<file path="src/rtl/eew_pkg.sv">
package eew_pkg;

  localparam logic [7:0] OP_WREN  = 8'h06;
  localparam logic [7:0] OP_WRITE = 8'h02;
  localparam logic [7:0] OP_RDSR  = 8'h05;
  localparam logic [7:0] OP_DUMMY = 8'h00;
  localparam logic [7:0] OP_HIBIT = 8'h08;

  typedef enum logic [1:0] {
    RES_OK     = 2'd0,
    RES_BADREQ = 2'd1,
    RES_XFER   = 2'd2,
    RES_TMO    = 2'd3
  } res_e;

  // bytes that fit before the next page edge, bounded by what is left
  function automatic int unsigned seg_len(int unsigned off, int unsigned left,
                                          int unsigned page);
    int unsigned room;
    room = page - (off % page);
    return (room < left) ? room : left;
  endfunction

  // write opcode, with the extra address bit folded in for 9-bit parts
  function automatic logic [7:0] wr_opcode(int unsigned off, int unsigned abytes,
                                           bit nine);
    if (nine && (off >= (32'd1 << (8 * abytes))))
      return OP_WRITE | OP_HIBIT;
    return OP_WRITE;
  endfunction

endpackage

</file>
<file path="src/rtl/eew_reqchk.sv">
module eew_reqchk #(
  parameter int OFF_W     = 24,
  parameter int CNT_W     = 16,
  parameter int DEV_BYTES = 2048
) (
  input  logic [OFF_W-1:0] off,
  input  logic [CNT_W-1:0] cnt,
  output logic             bad,
  output logic [CNT_W-1:0] clip
);
  localparam logic [32:0] DEV = 33'(DEV_BYTES);

  logic [32:0] off_x, cnt_x, end_x;
  assign off_x = 33'(off);
  assign cnt_x = 33'(cnt);
  assign end_x = off_x + cnt_x;

  assign bad  = (off_x >= DEV) || (cnt_x == 33'd0);
  assign clip = (end_x > DEV) ? CNT_W'(DEV - off_x) : cnt;
endmodule

</file>
<file path="src/rtl/eew_timer.sv">
module eew_timer #(
  parameter int POLL_CYC = 125000,
  parameter int TMO_CYC  = 3125000
) (
  input  logic clk,
  input  logic rst_n,
  input  logic tmo_clr,
  input  logic iv_clr,
  output logic tmo,
  output logic iv_done
);
  localparam int TW = $clog2(TMO_CYC + 1);
  localparam int IW = $clog2(POLL_CYC + 1);

  logic [TW-1:0] elapsed;
  logic [IW-1:0] interval;

  always_ff @(posedge clk or negedge rst_n) begin
    if (!rst_n) begin
      elapsed  <= '0;
      interval <= '0;
    end else begin
      if (tmo_clr)                          elapsed <= '0;
      else if (elapsed != TW'(TMO_CYC))     elapsed <= elapsed + 1'b1;
      if (iv_clr)                           interval <= '0;
      else if (interval != IW'(POLL_CYC))   interval <= interval + 1'b1;
    end
  end

  assign tmo     = (elapsed >= TW'(TMO_CYC));
  assign iv_done = (interval >= IW'(POLL_CYC - 1));
endmodule

</file>
<file path="src/rtl/eew_wr_seq.sv">
module eew_wr_seq
  import eew_pkg::*;
#(
  parameter int OFF_W      = 24,
  parameter int CNT_W      = 16,
  parameter int DEV_BYTES  = 2048,
  parameter int PAGE_BYTES = 32,
  parameter int ADDR_BYTES = 2,
  parameter bit NINE_BIT   = 1'b0,
  parameter int CLK_HZ     = 125000000,
  parameter int POLL_MS    = 1,
  parameter int TMO_MS     = 25,
  parameter int MIN_POLLS  = 4
) (
  input  logic             clk,
  input  logic             rst_n,
  input  logic             req_valid,
  output logic             req_ready,
  input  logic [OFF_W-1:0] req_off,
  input  logic [CNT_W-1:0] req_cnt,
  input  logic [7:0]       wr_data,
  input  logic             wr_valid,
  output logic             wr_ready,
  output logic             sp_cs,
  output logic             sp_go,
  output logic [7:0]       sp_tx,
  input  logic             sp_done,
  input  logic [7:0]       sp_rx,
  input  logic             sp_fail,
  output logic             done_o,
  output logic             err_o,
  output logic [1:0]       code_o
);
  localparam int POLL_CYC = CLK_HZ / 1000 * POLL_MS;
  localparam int TMO_CYC  = CLK_HZ / 1000 * TMO_MS;
  localparam int SEG_W    = $clog2(PAGE_BYTES + 1);

  typedef enum logic [3:0] {
    S_IDLE, S_GAP, S_WREN, S_WCMD, S_WADR, S_WDAT, S_PCMD, S_PRD, S_PWAIT
  } st_e;

  st_e              st, ret;
  logic             pend;
  logic [OFF_W-1:0] cur_off;
  logic [CNT_W-1:0] rem;
  logic [SEG_W-1:0] seg_left;
  logic [1:0]       aidx;
  logic [15:0]      polls;
  logic [7:0]       tx_byte;
  logic [31:0]      off32;

  // named internal events
  logic req_bad, accept, in_tx, byte_ok, issue, ack;
  logic seg_end, busy_seen, give_up, tmo_clr, iv_clr, tmo, iv_done;
  logic [CNT_W-1:0] req_clip;
  logic rx_unused;

  eew_reqchk #(.OFF_W(OFF_W), .CNT_W(CNT_W), .DEV_BYTES(DEV_BYTES)) u_req (
    .off(req_off), .cnt(req_cnt), .bad(req_bad), .clip(req_clip)
  );

  eew_timer #(.POLL_CYC(POLL_CYC), .TMO_CYC(TMO_CYC)) u_tmr (
    .clk(clk), .rst_n(rst_n), .tmo_clr(tmo_clr), .iv_clr(iv_clr),
    .tmo(tmo), .iv_done(iv_done)
  );

  assign rx_unused = ^sp_rx[7:1];
  assign off32     = 32'(cur_off);
  assign in_tx     = (st == S_WREN) || (st == S_WCMD) || (st == S_WADR) ||
                     (st == S_WDAT) || (st == S_PCMD) || (st == S_PRD);
  assign sp_cs     = in_tx;
  assign req_ready = (st == S_IDLE);
  assign accept    = req_valid && req_ready;
  assign wr_ready  = (st == S_WDAT) && !pend;
  assign byte_ok   = (st == S_WDAT) ? wr_valid : 1'b1;
  assign issue     = in_tx && !pend && byte_ok;
  assign ack       = in_tx && pend && sp_done;
  assign seg_end   = ack && !sp_fail && (st == S_WDAT) && (seg_left == SEG_W'(1));
  assign busy_seen = ack && !sp_fail && (st == S_PRD) && sp_rx[0];
  assign give_up   = busy_seen && ((32'(polls) + 1) >= MIN_POLLS) && tmo;
  assign tmo_clr   = seg_end;
  assign iv_clr    = busy_seen && !give_up;

  always_comb begin
    case (st)
      S_WREN:  tx_byte = OP_WREN;
      S_WCMD:  tx_byte = wr_opcode(off32, ADDR_BYTES, NINE_BIT);
      S_WADR:  tx_byte = 8'(off32 >> {aidx, 3'b000});
      S_WDAT:  tx_byte = wr_data;
      S_PCMD:  tx_byte = OP_RDSR;
      default: tx_byte = OP_DUMMY;
    endcase
  end

  always_ff @(posedge clk or negedge rst_n) begin
    if (!rst_n) begin
      st       <= S_IDLE;
      ret      <= S_IDLE;
      pend     <= 1'b0;
      sp_go    <= 1'b0;
      sp_tx    <= '0;
      cur_off  <= '0;
      rem      <= '0;
      seg_left <= '0;
      aidx     <= '0;
      polls    <= '0;
      done_o   <= 1'b0;
      err_o    <= 1'b0;
      code_o   <= RES_OK;
    end else begin
      sp_go  <= 1'b0;
      done_o <= 1'b0;
      err_o  <= 1'b0;
      if (issue) begin
        sp_go <= 1'b1;
        sp_tx <= tx_byte;
        pend  <= 1'b1;
      end
      if (ack) pend <= 1'b0;

      case (st)
        S_IDLE: if (accept) begin
          if (req_bad) begin
            err_o  <= 1'b1;
            code_o <= RES_BADREQ;
          end else begin
            cur_off <= req_off;
            rem     <= req_clip;
            st      <= S_WREN;
          end
        end
        S_GAP:   st <= ret;
        S_PWAIT: if (iv_done) st <= S_PCMD;
        default: if (ack) begin
          if (sp_fail) begin
            err_o  <= 1'b1;
            code_o <= RES_XFER;
            st     <= S_IDLE;
          end else begin
            case (st)
              S_WREN: begin
                seg_left <= SEG_W'(seg_len(off32, 32'(rem), PAGE_BYTES));
                ret      <= S_WCMD;
                st       <= S_GAP;
              end
              S_WCMD: begin
                aidx <= 2'(ADDR_BYTES - 1);
                st   <= S_WADR;
              end
              S_WADR: begin
                if (aidx == 2'd0) st <= S_WDAT;
                else              aidx <= aidx - 1'b1;
              end
              S_WDAT: begin
                cur_off  <= cur_off + 1'b1;
                rem      <= rem - 1'b1;
                seg_left <= seg_left - 1'b1;
                if (seg_left == SEG_W'(1)) begin
                  polls <= '0;
                  ret   <= S_PCMD;
                  st    <= S_GAP;
                end
              end
              S_PCMD: st <= S_PRD;
              S_PRD: begin
                if (!sp_rx[0]) begin
                  if (rem == '0) begin
                    done_o <= 1'b1;
                    code_o <= RES_OK;
                    st     <= S_IDLE;
                  end else begin
                    ret <= S_WREN;
                    st  <= S_GAP;
                  end
                end else begin
                  if (polls != '1) polls <= polls + 1'b1;
                  if (give_up) begin
                    err_o  <= 1'b1;
                    code_o <= RES_TMO;
                    st     <= S_IDLE;
                  end else begin
                    st <= S_PWAIT;
                  end
                end
              end
              default: ;
            endcase
          end
        end
      endcase
    end
  end
endmodule

</file>
<file path="config.mk">
export PLATFORM = sky130hd
export DESIGN_NAME = eew_wr_seq
export DESIGN_NICKNAME = d
export VERILOG_FILES = /design/src/rtl/eew_pkg.sv /design/src/rtl/eew_reqchk.sv /design/src/rtl/eew_timer.sv /design/src/rtl/eew_wr_seq.sv
export SDC_FILE = /design/constraint.sdc
export NUM_CORES = 1
export LEC_CHECK = 0
export BUFFER_PORTS_ARGS = -buffer_cell sky130_fd_sc_hd__buf_2
export CAP_MARGIN = 20
export CORE_ASPECT_RATIO = 1.25
export CORE_UTILIZATION = 50
export DETAILED_ROUTE_END_ITERATION = 10
export PLACE_DENSITY = 0.7
export SLEW_MARGIN = 20
export SYNTH_ARGS = -nofsm -noshare
export SYNTH_HDL_FRONTEND = slang
export SYNTH_HIERARCHICAL = 1
export SYNTH_SLANG_ARGS = --single-unit
</file>
<file path="constraint.sdc">
create_clock -name clk -period 3.9 [get_ports clk]
set_clock_uncertainty 0.1 [all_clocks]
set_input_delay 0.39 -clock clk [delete_from_list [all_inputs] [get_ports clk]]
set_output_delay 0.39 -clock clk [all_outputs]
set_load 0.005 [all_outputs]
</file>
### Yosys cells after proc, flatten, opt, wreduce, memory -nomap -nowiden

Cells that the tools add are included.

| word-level totals | value |
|---|---|
| bits in read-only memories | 0 |
| word-level logic and storage cells | 180 |
| flip-flop bits (word level) | 125 |
| memory bits (writable) | 0 |
| input port bits | 62 |
| bits in latches | 0 |
| memories kept | 0 |
| output and inout bits | 16 |

| cells by class | value |
|---|---|
| bitwise gates (word level) | 3 |
| add/sub/neg operators | 11 |
| shift-type cells | 1 |
| divide/modulo/power cells | 0 |
| muxes and demuxes | 69 |
| equal/unequal tests | 26 |
| reductions and logical operators | 49 |
| $lt $le $gt $ge | 6 |
| $mul | 0 |

Operator list:

| kind | number |
|---|---|
| two-way mux 16 bit | 9 |
| two-way mux 24 bit | 5 |
| case mux 16 bit (2 select lines) | 2 |
| two-way mux 4 bit | 12 |
| case mux 24 bit (2 select lines) | 1 |
| two-way mux 22 bit | 2 |
| case mux 8 bit (5 select lines) | 1 |
| two-way mux 17 bit | 2 |
| > comparator 33 x 12 -> 1 bit (second input constant) | 1 |
| logical NOT 33 bit | 1 |
| < comparator 32 x 16 -> 1 bit | 1 |
| AND reduction 7 bit | 4 |
| adder 24 x 16 -> 25 bit | 1 |
| adder 24 x 1 -> 24 bit (second input constant) | 1 |
| greater-or-equal comparator 24 x 12 -> 1 bit (second input constant) | 1 |
| case mux 4 bit (3 select lines) | 2 |
| case mux 4 bit (6 select lines) | 1 |
| >> shifter 24 x 5 -> 8 bit | 1 |
| adder 22 x 1 -> 22 bit (second input constant) | 1 |
| greater-or-equal comparator 22 bit (second input constant) | 1 |
| inequality test 22 bit (second input constant) | 1 |
| two-way mux 1 bit | 18 |
| two-way mux 2 bit | 9 |
| adder 16 x 1 -> 17 bit (second input constant) | 1 |
| other kinds (40) | 86 |

### Longest topological paths before layout

| depth | value |
|---|---|
| word-level depth | 19 |
| mapped depth | 14 |
| depth with buffers taken out | 13 |

### Cells and area by module

The synthesis kept the hierarchy.

Modules (own cells, without submodules):

| module | times used | cells each | area each (um^2) |
|---|---|---|---|
| eew_wr_seq | 1 | 715 | 5600.4 |
| eew_timer | 1 | 239 | 2193.4 |
| eew_reqchk | 1 | 265 | 1929.4 |

### Worst setup path before layout

Ideal clock, no wire load.

| timing | value |
|---|---|
| path type | in2reg |
| start | in req_off[0] |
| end | reg rem[14] |
| data required time | 3.679 ns |
| setup slack | 0.209 ns |
| data arrival time | 3.469 ns |
| stages | 14 |
| cells stage by stage | ha_1 > fa_1 > a21o_1 > a221o_1 > a21boi_4 > o2111ai_1 > nor4_1 > nand4_1 > nor3_4 > buf_12 > mux2_4 > nor2_1 > a31oi_1 > o22a_1 |

| between the ends | value |
|---|---|
| longest elaborated chain between the ends | 6 |

RTL lines:

| element | RTL line | source |
|---|---|---|
| start: declaration | eew_wr_seq.sv:19 | `input logic [OFF_W-1:0] req_off,` |
| adder 24 x 16 -> 25 bit | eew_reqchk.sv:16 | `assign end_x = off_x + cnt_x;` |
| > comparator 33 x 12 -> 1 bit | eew_reqchk.sv:19 | `assign clip = (end_x > DEV) ? CNT_W'(DEV - off_x) : cnt;` |
| two-way mux 16 bit * | eew_reqchk.sv:19 |  |
| named net req_clip[14] | eew_wr_seq.sv:55 | `logic [CNT_W-1:0] req_clip;` |
| two-way mux 16 bit * | eew_wr_seq.sv:123 | `if (req_bad) begin` |
| two-way mux 16 bit * | eew_wr_seq.sv:122 | `S_IDLE: if (accept) begin` |
| case mux 16 bit (2 select lines) * | eew_wr_seq.sv:121 | `case (st)` |
| end signal: assignment | eew_wr_seq.sv:128 | `rem <= req_clip;` |
| end signal: assignment | eew_wr_seq.sv:156 | `rem <= rem - 1'b1;` |
| end: declaration | eew_wr_seq.sv:45 | `logic [CNT_W-1:0] rem;` |

Mark *: on every way through the listed nets, which the timed path passes. The rest lies on a longest branch. The select of a mux whose other input is x is not followed.
A chain may end at the register's enable or synchronous reset.

### Worst setup path in the final report

Ends and elaborated chain as after synthesis.

==> qor.txt <==
Root Buffer - clkbuf_16
delay-heaviest family, CP - compound AO/OA/AOI/OAI gates
Max-slew headroom - 0.391
Post-Syn Area - 9720 um2
Finished Layout Cells - 1521
die width - 127 um
worst-path fanout max - 16
routed via count - 9559
Seq/Total Area, Yosys - 0.319
critical-path cell list - buf_2, ha_1, fa_1, a21o_1, a221o_1, a21boi_4, o2111ai_1, nor4_1, nand4_1, nor3_4, buf_12, mux2_4, nor2_1, a31oi_1, o22a_1
CTS Hold Buffers Added - 0
CTS buffer count - 17
CTS Buffer Depth - 2
Max Clk Rate - 0.285 GHz
DP HPWL - 20300 um
I/O pin cnt - 78
vias in the first global route - 8977
worst reg-to-reg path cell count - 9
RSZ-0062 raised after global routing - no
static leakage - 4.59 nW
commonest non-fill, non-tap cell in the layout - dfrtp_1
Slew @ Worst Pin - 914 ps
CORE AREA - 18900 um2
Synth Register Bits - 124
commonest non-fill, non-tap cells in the layout - dfrtp_1, nor2_1, nand2_1, o21ai_0, a21oi_1
Iteration-0 DRC Markers - 702
Post-synth ARST share - 1.00
CP bufs+invs - 2
antenna cells - 0
Port Buffer Count - 70
Site Rows - 56
drt pass-1 iters - 7
R2R Setup Slk - 710 ps
Clock Latency Late Sink - 420 ps
Clock Pin Slew Worst Setup and Hold Paths - 60 ps
TritonCTS clock tree - built
WS Path Type - in2reg
# Post-CTS Setup Buffers - 0
Mapped Avg Cell Area - 7.98 um2
Critical Path AT - 3720 ps
global route total overflow - 0
critical path data required time - 4110 ps
Cell Pwr Density - 540 nW/um2
Die H - 158 um
GRT Overall Usage - 0.280
global-route wire length before repair - 44600 um
Power Total - 5.91 mW
Pins Over Slew Limit - 0
area grow syn2layout - 12.6%
fin crit share - 0.900
max incr delay on CP - 420 ps
ANT nets after route - 0
reg2reg end - u_tmr/interval[15]
Final Hold Violating Endpoints - 1
pre-CTS WS - -34.0 ps
largest net degree at the start of global routing - 74
crit path to - rem[14]
post_cts resized - 0
Nets - 1374
status - complete, but fails checks
syn_nets - 1316
crit path launch - req_off[0]
Max IR drop VDD - 0.000373 V
Final Wtd Congestion - 0.993
R2R Path Start - polls[2]
Crit-path slowest cell - fa_1
failing checks - hold timing
Setup violations, final - 0
Post-Route WL - 27300 um
drt wl/cell - 18.0 um
Synth Instances - 1219
Residual DRC - 0
fin crit period - 3510 ps
hold crit path type - in2async
Placed Cells - 1490
die area - 20000 um2
final setup margin - 389 ps
H-tree levels - 4
routed vias/inst - 6.28
maxcap violations - 0
Post-synth EDFFs - 0
Sinks on Clock Net - 124
layout cells sized above 1 - 0.147
Starting Density - 0.514
Yosys warnings - 6
hold slack - -3.18 ps
Startpoint Class - input pin
Synth Flop Type - dfrtp_1
Crit. End Element - flip-flop
Distinct cells, synth - 91
WP depth - 15
antenna violations before repair - 1
-- sequential cells by signal, indices dropped and copies added (netlist names) --
register	cells
aidx	2
code_o	2
cur_off	24
done_o	1
err_o	1
pend	1
polls	16
rem	16
ret	3
seg_left	6
sp_go	1
sp_tx	8
st	4
u_tmr/elapsed	22
u_tmr/interval	17
-- power breakdown --
part	switching, mW	total [mW]	internal, mW
logic	1.23	2.10	0.874
registers	0.542	2.19	1.65
clock network	0.568	1.62	1.05
-- worst reg2reg max path: cells and delay by family (launching register included) --
kind	cells	cell delay, ps
simple gates	5	1320
compound gates	2	620
mux	1	260
flops	1	480
buf+inv	1	300
-- worst min path at each step --
stage	from	endpoint	slack, ps	cells past startpoint
global placement	ret[1]	ret[1]	330	2
global route	rst_n	u_tmr/elapsed[19]	80	1
floorplan	rst_n	aidx[0]	-6	0
detailed placement	ret[1]	ret[1]	370	2
CTS	rst_n	u_tmr/elapsed[19]	30	1
finish	rst_n	u_tmr/elapsed[19]	-3	1
-- cell type report --
cell class,instances,area (um2)
multi-input cells,979,6130
flip-flops and latches,124,3100
well taps,232,290
repair buffers,108,651
clock inverters,7,113
fillers,1795,7970
inverters,47,176
clock buffers,24,482
-- logic make-up after synthesis --
kind of cell	Yosys count	synth area share
AOI/OAI and AO/OA	361	0.234
xor gates and xnor gates	43	0.0387
muxes	44	0.0521
DFF	124	0.319
buffers and inverters	116	0.0511
adders and majority gates	35	0.0458
and+or+nand+nor	496	0.259
-- metal layers --
metal / wire length [um] / track usage / vias up
li1: - / - / 4609
met1: 11300 / 0.328 / 4577
met2: 13600 / 0.500 / 293
met3: 1190 / 0.0412 / 80
met4: 1240 / 0.146 / 0
met5: 0 / 0 / -
-- per-stage QoR --
step | area (um2) | setup TNS (ps) | utilization
after floorplan | 9720 | 0 | -
after global placement | 10400 | 0 | 0.547
after detailed placement | 10400 | -69.7 | 0.547
after CTS | 10900 | 0 | 0.579
after global routing | 10900 | 0 | 0.579
final | 10900 | 0 | 0.579
-- cell usage after synthesis, types with 7 or more instances --
cell type  number  share of area
xnor2_1        28          0.025
buf_2          16         0.0082
nand2b_1        9         0.0058
a21o_1         10         0.0077
and4_1          8         0.0072
nand4_1        28          0.018
or4_1           7         0.0054
o211ai_1        7         0.0054
nor3_1         47          0.024
o21ai_0       110          0.057
ha_1           34          0.044
nor4_1         20          0.013
dfrtp_1       124           0.32
nand3_1        61          0.031
a22oi_1        13          0.010
o22ai_1        16          0.010
mux2i_1        21          0.022
nand2_1       112          0.043
and3_1         14         0.0090
o41ai_1         7         0.0063
clkbuf_1       42          0.016
o31ai_1         9         0.0069
and2_1          7         0.0045
a21oi_1        98          0.050
o21a_1          8         0.0062
xor2_1         15          0.014
mux2_2         13          0.015
or3_1          12         0.0077
mux2_4         10          0.015
nor2_1        123          0.047
inv_1          46          0.018
a31oi_1        11         0.0071
nor2b_1        13         0.0084
Note: power is estimated with default switching activity, not from simulation.
